**src/rtl/sine_seq_pkg.sv**
```systemverilog
`timescale 1ns/1ps
package sine_seq_pkg;
  localparam int DW = 12;
  localparam int IW = 4;
  localparam logic [DW-1:0] FULL    = '1;
  localparam logic [DW-1:0] MID     = 12'd2048;
  localparam logic [DW-1:0] MID_INV = FULL - MID;

  // Peak offset from mid-scale for a phase folded into the first quarter.
  function automatic logic [DW-1:0] quarter_amp(input logic [2:0] k);
    case (k)
      3'd0:    quarter_amp = 12'd0;
      3'd1:    quarter_amp = 12'd783;
      3'd2:    quarter_amp = 12'd1447;
      3'd3:    quarter_amp = 12'd1891;
      default: quarter_amp = 12'd2047;
    endcase
  endfunction

  // Full-period code rebuilt from quarter-wave symmetry.
  function automatic logic [DW-1:0] sine_code(input logic [IW-1:0] idx);
    logic [2:0] fold;
    fold = (idx[2:0] <= 3'd4) ? idx[2:0] : (3'd0 - idx[2:0]);
    sine_code = idx[3] ? (MID - quarter_amp(fold)) : (MID + quarter_amp(fold));
  endfunction

  function automatic logic [DW-1:0] invert_code(input logic [DW-1:0] c);
    invert_code = FULL - c;
  endfunction

  // Clock cycles between self-timed samples.
  function automatic int unsigned step_period(input int unsigned presc);
    step_period = 2 * (presc + 1);
  endfunction
endpackage

```
**src/rtl/sine_phase_ctrl.sv**
```systemverilog
`timescale 1ns/1ps
module sine_phase_ctrl
  import sine_seq_pkg::*;
#(
  parameter int PW = 3
) (
  input  logic          clk,
  input  logic          rst_n,
  input  logic          free_run,
  input  logic          gate_sine,
  input  logic          trig,
  input  logic [PW-1:0] presc,
  output logic [IW-1:0] idx,
  output logic          step,
  output logic          gated_off
);
  localparam int CW = PW + 1;

  logic [CW-1:0] cnt;
  logic [CW-1:0] last_cnt;

  always_comb begin
    last_cnt  = CW'(step_period(int'(presc)) - 1);
    gated_off = free_run & ~gate_sine;
    step      = free_run ? (gate_sine && (cnt == '0)) : trig;
  end

  always_ff @(posedge clk or negedge rst_n) begin
    if (!rst_n) begin
      cnt <= '0;
    end else if (!free_run || gated_off) begin
      cnt <= '0;
    end else if (cnt >= last_cnt) begin
      cnt <= '0;
    end else begin
      cnt <= cnt + 1'b1;
    end
  end

  always_ff @(posedge clk or negedge rst_n) begin
    if (!rst_n)         idx <= '0;
    else if (gated_off) idx <= '0;
    else if (step)      idx <= idx + 1'b1;
  end

  AST_PHASE_RESET: assert property (@(posedge clk) disable iff (!rst_n)
    gated_off |=> (idx == '0));
  AST_STEP_ADVANCE: assert property (@(posedge clk) disable iff (!rst_n)
    (step && !gated_off) |=> (idx == $past(idx) + 1'b1));
  AST_IDX_HOLD: assert property (@(posedge clk) disable iff (!rst_n)
    (!step && !gated_off) |=> $stable(idx));
  AST_FREE_GAP: assert property (@(posedge clk) disable iff (!rst_n)
    (free_run && step) |=> !(free_run && step));
endmodule

```
**src/rtl/sine_chan_out.sv**
```systemverilog
`timescale 1ns/1ps
module sine_chan_out
  import sine_seq_pkg::*;
#(
  parameter bit INVERT = 1'b0
) (
  input  logic          clk,
  input  logic          rst_n,
  input  logic          en,
  input  logic          active,
  input  logic          gated_off,
  input  logic          step,
  input  logic [DW-1:0] sample,
  output logic [DW-1:0] code,
  output logic          stb
);
  localparam logic [DW-1:0] HOLD_CODE = INVERT ? MID_INV : MID;

  logic          upd;
  logic [DW-1:0] next_sample;

  always_comb begin
    upd         = en & active;
    next_sample = INVERT ? invert_code(sample) : sample;
  end

  always_ff @(posedge clk or negedge rst_n) begin
    if (!rst_n) begin
      code <= MID;
      stb  <= 1'b0;
    end else begin
      stb <= upd & step & ~gated_off;
      if (upd && gated_off)  code <= HOLD_CODE;
      else if (upd && step)  code <= next_sample;
    end
  end

  AST_GATED_MID: assert property (@(posedge clk) disable iff (!rst_n)
    (gated_off && en && active) |=> (code == HOLD_CODE));
  AST_IDLE_HOLD: assert property (@(posedge clk) disable iff (!rst_n)
    !(en && active) |=> ($stable(code) && !stb));
endmodule

```
**src/rtl/sine_seq_gen.sv**
```systemverilog
`timescale 1ns/1ps
module sine_seq_gen
  import sine_seq_pkg::*;
#(
  parameter int PW = 3
) (
  input  logic          clk,
  input  logic          rst_n,
  input  logic          free_run,
  input  logic          diff_en,
  input  logic          ch0_en,
  input  logic          ch1_en,
  input  logic [PW-1:0] presc,
  input  logic          trig,
  input  logic          gate_sine,
  input  logic          gate_drv,
  output logic [11:0]   ch0_code,
  output logic [11:0]   ch1_code,
  output logic [1:0]    conv_stb,
  output logic          drv_oe
);
  localparam int NCH = 2;

  logic [IW-1:0]  idx;
  logic           step;
  logic           gated_off;
  logic [DW-1:0]  sample;
  logic [NCH-1:0] chan_en;
  logic [NCH-1:0] chan_act;
  logic [DW-1:0]  codes [NCH];

  assign chan_en  = {ch1_en, ch0_en};
  assign chan_act = {diff_en, 1'b1};
  assign sample   = sine_code(idx);

  sine_phase_ctrl #(.PW(PW)) u_phase (
    .clk       (clk),
    .rst_n     (rst_n),
    .free_run  (free_run),
    .gate_sine (gate_sine),
    .trig      (trig),
    .presc     (presc),
    .idx       (idx),
    .step      (step),
    .gated_off (gated_off)
  );

  for (genvar g = 0; g < NCH; g++) begin : g_chan
    sine_chan_out #(.INVERT(g == 1)) u_chan (
      .clk       (clk),
      .rst_n     (rst_n),
      .en        (chan_en[g]),
      .active    (chan_act[g]),
      .gated_off (gated_off),
      .step      (step),
      .sample    (sample),
      .code      (codes[g]),
      .stb       (conv_stb[g])
    );
  end

  assign ch0_code = codes[0];
  assign ch1_code = codes[1];

  always_ff @(posedge clk or negedge rst_n) begin
    if (!rst_n) drv_oe <= 1'b0;
    else        drv_oe <= free_run ? gate_drv : 1'b1;
  end

  AST_DRV_FOLLOW: assert property (@(posedge clk) disable iff (!rst_n)
    free_run |=> (drv_oe == $past(gate_drv)));
  AST_DIFF_MIRROR: assert property (@(posedge clk) disable iff (!rst_n)
    (conv_stb == 2'b11) |-> ({1'b0, ch0_code} + {1'b0, ch1_code} == 13'd4095));
  AST_STB_NEEDS_EN: assert property (@(posedge clk) disable iff (!rst_n)
    conv_stb[0] |-> $past(ch0_en));
endmodule

```
**config.mk**
```make
export PLATFORM = sky130hd
export DESIGN_NAME = sine_seq_gen
export DESIGN_NICKNAME = d
export VERILOG_FILES = /design/src/rtl/sine_seq_pkg.sv /design/src/rtl/sine_phase_ctrl.sv /design/src/rtl/sine_chan_out.sv /design/src/rtl/sine_seq_gen.sv
export SDC_FILE = /design/constraint.sdc
export NUM_CORES = 1
export LEC_CHECK = 0
export BUFFER_PORTS_ARGS = -buffer_cell sky130_fd_sc_hd__buf_2
export CORE_ASPECT_RATIO = 1.75
export CORE_MARGIN = 5
export CORE_UTILIZATION = 40
export CTS_CLUSTER_DIAMETER = 30
export DETAILED_ROUTE_END_ITERATION = 10
export GPL_TIMING_DRIVEN = 0
export PLACE_DENSITY_LB_ADDON = 0.12
export SLEW_MARGIN = 0
export SYNTH_ARGS = -nofsm -noshare
export SYNTH_HDL_FRONTEND = slang
export SYNTH_SLANG_ARGS = --single-unit
```
**constraint.sdc**
```tcl
create_clock -name clk -period 3.4 [get_ports clk]
set_clock_uncertainty 0.2 [all_clocks]
set_input_delay 1.02 -clock clk [delete_from_list [all_inputs] [get_ports clk]]
set_output_delay 1.02 -clock clk [all_outputs]
set_load 0.01 [all_outputs]
```
# After elaboration in Yosys (flattened, before gate mapping)
# Cells that the tools add are included.
[classes]
addsub = 8
reduce_logical = 12
bitwise = 8
eq_ne = 3
mux = 13
magnitude_cmp = 2
[op_table]
columns = ["cell", "count"]
rows = [
  ["$mux W12", 5],
  ["$pmux W11 S4", 1],
  ["$sub A12 B12 Y12 const A", 2],
  ["$mux W4", 4],
  ["$add A12 B12 Y12 const A", 1],
  ["$add A4 B1 Y4 const B", 2],
  ["$and A1 B1 Y1", 6],
  ["$eq A3 B2 Y1 const B", 2],
  ["$reduce_bool A2 Y1", 3],
  ["$logic_and A1 B1 Y1", 5],
  ["$ge A4 B4 Y1", 1],
  ["$logic_not A4 Y1", 1],
  ["$sub A4 B1 Y4 const B", 1],
  ["$add A3 B1 Y3 const B", 1],
  ["$eq A3 B1 Y1 const B", 1],
  ["$le A3 B3 Y1 const B", 1],
  ["$logic_not A3 Y1", 1],
  ["$mux W3", 1],
  ["$sub A1 B3 Y3 const A", 1],
  ["$mux W1", 2],
  ["$not A1 Y1", 2],
  ["$logic_not A1 Y1", 1],
  ["$logic_or A1 B1 Y1", 1],
]
[word_totals]
output_inout_bits = 27
wordCells = 53
input_bits = 12
reg_bits = 35

# Depth between registers and ports, before layout
[logic_depth]
word_depth = 9
mapped_depth = 13
ltp_nobuf = 12

# Hierarchy
# Synthesis repeated with hierarchy kept, for this count alone.
[hier_totals]
hier_cells = 183
area_unflattened_um2 = 2001.9
[modules_own_cells]
columns = ["module", "instances", "seq_area_each_um2", "area_per_inst_um2", "cells_per_inst"]
rows = [
  ["sine_phase_ctrl", 1, 200.2, 546.8, 53],
  ["sine_chan_out (g_chan[0].u_chan)", 1, 326.6, 491.7, 31],
  ["sine_chan_out (g_chan[1].u_chan)", 1, 326.6, 488.0, 31],
  ["sine_seq_gen", 1, 25.0, 475.5, 68],
]

# Worst setup path before layout
# Ideal clock, no wire load.
[synth_path]
path_kind = "register to register"
from = "reg u_phase.idx[0]"
to = "reg g_chan[0].u_chan.code[5]"
path_buffers = 2
stages_incl_launch_ff = 14
synth_period_minus_slack_ns = 2.808
arrival_ns = 2.482
setup_time_ns = 0.126
slack_ns = 0.592
t_required_ns = 3.074
path_cell_list = "dfrtp_1 > clkbuf_1 > inv_1 > ha_1 > buf_1 > nor3b_1 > o21ai_0 > and3b_1 > ha_1 > nand2_1 > nor2_1 > o21ai_0 > a21bo_1 > a221o_1"
[synth_via]
elab_chain_len = 8
word_cells_on_any_way = 13
[synth_rtl]
columns = ["element", "line_no", "text"]
rows = [
  ["start: declaration", "sine_phase_ctrl.sv:13", "output logic [IW-1:0] idx,"],
  ["start signal: assignment", "sine_phase_ctrl.sv:43", "else if (step) idx <= idx + 1'b1;"],
  ["$sub A1 B3 Y3 or $le A3 B3 Y1 (tied branches)", "sine_seq_pkg.sv:23", "fold = (idx[2:0] <= 3'd4) ? idx[2:0] : (3'd0 - idx[2:0]);"],
  ["$mux W3 *", "sine_seq_pkg.sv:23", ""],
  ["$eq A3 B2 Y1, or another cell as far along", "sine_seq_pkg.sv:11", "case (k)"],
  ["$pmux W11 S4 *", "sine_seq_pkg.sv:11", ""],
  ["$add A12 B12 Y12 or $sub A12 B12 Y12 (tied branches)", "sine_seq_pkg.sv:24", "sine_code = idx[3] ? (MID - quarter_amp(fold)) : (MID + quarter_amp(fold));"],
  ["$mux W12 *", "sine_seq_pkg.sv:24", ""],
  ["$mux W12 *", "sine_chan_out.sv:34", "else if (upd && step) code <= next_sample;"],
  ["$mux W12 *", "sine_chan_out.sv:33", "if (upd && gated_off) code <= HOLD_CODE;"],
  ["end signal: assignment", "sine_chan_out.sv:34", ""],
  ["end: declaration", "sine_chan_out.sv:14", "output logic [DW-1:0] code,"],
]
# Every way passes the cells marked *; elsewhere a longest branch is shown, timed or not. The select of a mux whose other input is x is not followed.
# A chain may end at the register's enable or synchronous reset.

# Worst setup path in the final report
# Ends and elaborated chain as after synthesis.

==> results.toml <==
[sta]
rsz0062_at_grt = "false"
fmax_mhz = 325
relSlewSlack_pct = 48.0
fin_ws_ns = 0.323
tightest_slew_ns = 0.780
fin_crit_sh_pct = 90.5
fin_crit_ns = 3.08
tns_ns = 0
finalSetupViolCount = 0
final_max_slew_viol_count = 0
hold_violations = 0

[logic_synthesis]
synthXorXnorAreaFrac_pct = 3.26
synth-adder-area-share_pct = 8.64
synth_mux_area_share_pct = 1.66
yosysWarnings = 0
synth_seq_cells = 35
synth_cells = 194
synth_commonest_cells = "dfrtp_1, nand2_1, nor2_1"
synth_most_common_cell = "dfrtp_1"
synth_nets = 219
synth_ff_type = "dfrtp_1"
ys_types = 45
synth_edf_count = 0
synth_seq_area_share_pct = 46.7
synth_top_family_by_area = "compound AO/OA/AOI/OAI gates"
avgSynthCellArea_sq_um = 9.70
yosys.area_share.simple_pct = 15.2
async_flop_share_pct = 100
synth_area_leaders = "dfrtp_1, ha_1, nand2_1, nor2_1, o21ai_0"
synth_compound_area_share_pct = 19.3
yosys.area.top_type_share_pct = 43.9
netlist_area_sq_um = 1880
yosysTopAreaCell = "dfrtp_1"

[detailed_routing]
wl_met2_um = 2270
postRouteAntennaNets = 0
wl_um = 4350
wl_met3_um = 270
vias = 1504
first_pass_iters = 4
wire_per_inst_um = 14.9
drtIter0Drc = 36
top_layer = "met4"
wirelength_met1_um = 1720
drc_errors = 0
viasPerCell = 5.17

[floorplanning]
io_pins = 39
die_y_um = 101
rows = 33
die_x_um = 61.9
initial_core_util_pct = 40.7
core-area_sq_um = 4620
dieArea_sq_um = 6230

[layout]
areaGrowthSynthToFinish_pct = 18.0
drive_gt1_share_pct = 23.0
fin_nets = 263
antenna_cells = 0

[worst_setup_path]
rrSetupSlack_ns = 0.32
cp-end-kind = "flop"
cp.arrival_ns = 3.05
cp_data_required_time_ns = 3.38
r2r-start = "u_phase.idx[0]"
crit_slowest_cell = "dfrtp_1"
cp_max_fo = 11
cp_num_buf_inv = 2
startpoint_type = "flop"
path_cells = "inv_1 -> ha_1 -> clkbuf_2 -> nor3b_1 -> o21ai_0 -> and3b_1 -> ha_1 -> nand2_1 -> nor2_1 -> o21ai_0 -> a21bo_1 -> a221o_1"
r2r-end = "g_chan[0].u_chan.code[5]"
slowest_delay_ns = 0.53
worstSetupPathType = "reg -> reg"
ff2ff_path_depth = 12
path_delay_family = "compound AO/OA/AOI/OAI gates"

[run_status]
status = "completed"

[hold_path]
hp-class = "reg -> reg"
whs_path_depth = 2
holdPathEnd = "g_chan[0].u_chan.code[11]"
min_from = "g_chan[0].u_chan.code[11]"

[clock_network]
clkSlewWorstSetupHoldPaths_ns = 0.08
cts_sinks = 35
cts_setup_buffers = 0
cts_htree_levels = 2
ctsResizeCount = 0
numCtsBuffers = 5
hold_buffers = 0
cts_root_buf = "clkbuf_8"
clk_latency_ns = 0.29
cts_tree = "done"
cts.path.max_buffers = 2

[power_and_ir_drop]
total_leakage_power_nw = 1.06
switching_power_mw = 0.671
clkPwrFrac_pct = 17.6
pwr-share-comb_pct = 45.6
power.density_nw_per_um2 = 762
p_int_mw = 1.02
p_seq_share_pct = 36.8
p_sw_share_pct = 39.7
peakVddDrop_mv = 0.341

[flow_run]
maxCapViolCount = 0

[global_routing]
grt-ovfl-total = 0
gr-usage-all-layers_pct = 16.2
antenna_found_initial = 0
grt_pass1_vias = 1571
grt_max_degree = 36
grt_pass1_wl_um = 7510

[placed_design]
numPortBuffers = 38
hpwl_um = 3340
place_congestion = 0.832
preCtsSetupSlack_ns = 0.134
==> per-stage QoR <==
| stage | instance area, sq um | hold WS, ns | utilization, % | cells | power [mW] |
|---|---|---|---|---|---|
| 2_1_floorplan | 1880 | 0.266 | - | 194 | 1.15 |
| 3_3_place_gp | 2140 | 0.250 | 46.2 | 284 | 1.41 |
| 3_5_place_dp | 2140 | 0.256 | 46.2 | 284 | 1.41 |
| 4_1_cts | 2220 | 0.267 | 48.1 | 292 | 1.72 |
| 5_1_grt | 2220 | 0.294 | 48.0 | 291 | 1.84 |
| 6_report | 2220 | 0.263 | 48.0 | 291 | 1.69 |
==> flip-flops by register name, indices dropped and copies added (netlist names) <==
name	cells
g_chan.u_chan.code	24
drv_oe	1
g_chan.u_chan.stb	2
u_phase.idx	4
u_phase.cnt	4
==> cells in the final DEF, fill, tap and decap left out, types with 2 or more instances in the layout <==
cell type	instances
a21oi_1	10
a22o_1	3
a2bb2oi_1	2
a31oi_1	7
a32o_1	3
buf_2	39
buf_4	2
clkbuf_1	5
clkbuf_8	5
clkinv_1	2
dfrtp_1	33
dfstp_2	2
ha_1	13
inv_1	13
mux2i_1	2
nand2_1	18
nand2b_1	5
nand3_1	4
nor2_1	17
nor2b_1	4
nor3b_1	4
o21ai_0	12
o22a_1	4
xnor2_1	6
==> kinds of logic (layout without fill, tap and decap cells) <==
family                   count (synthesis)  count (layout)
AND/OR/NAND/NOR                         59              59
AO/OA/AOI/OAI                           53              53
flip-flops                              35              35
buffers and inverters                   24              69
adder cells (fa/ha/maj)                 13              13
XOR/XNOR                                 7               7
multiplexers                             3               3
==> worst max-delay path by stage <==
stage	from	to	depth (start not counted)
CTS	u_phase.idx[0]	g_chan[0].u_chan.code[5]	13
floorplan	u_phase.idx[0]	g_chan[0].u_chan.code[5]	13
finish	u_phase.idx[0]	g_chan[0].u_chan.code[5]	12
global route	u_phase.idx[0]	g_chan[0].u_chan.code[5]	12
global placement	u_phase.idx[0]	g_chan[0].u_chan.code[5]	13
detailed placement	u_phase.idx[0]	g_chan[0].u_chan.code[5]	13
==> layer usage <==
layer	GRT usage (%)	vias up
met5	0	-
met4	6.37	0
met3	3.97	7
met2	27.7	38
met1	18.6	696
li1	-	763
==> cell type report <==
type / count / area, sq um
clock buffer: 6 / 72.6
buffer: 8 / 40.0
fill: 478 / 2400
tap: 52 / 65.1
inverter: 15 / 56.3
multi-input combinational: 135 / 905
sequential: 35 / 878
clock inverter: 2 / 12.5
timing repair buffer: 38 / 190
==> power groups by stage <==
stage               Combinational [mW]  Sequential [mW]  Clock [mW]
floorplan                        0.481            0.670           0
global placement                 0.787            0.624           0
detailed placement               0.788            0.626           0
CTS                              0.793            0.617       0.307
global route                     0.872            0.644       0.326
finish                           0.772            0.623       0.297
==> worst register-to-register path: stages, from the launching register on <==
cell and delay (ns):
dfrtp_1 0.53, inv_1 0.22, ha_1 0.29, clkbuf_2 0.20, nor3b_1 0.23, o21ai_0 0.14
and3b_1 0.24, ha_1 0.19, nand2_1 0.07, nor2_1 0.04, o21ai_0 0.10, a21bo_1 0.24
a221o_1 0.28
No activity file was read; power rests on OpenSTA's default activity.
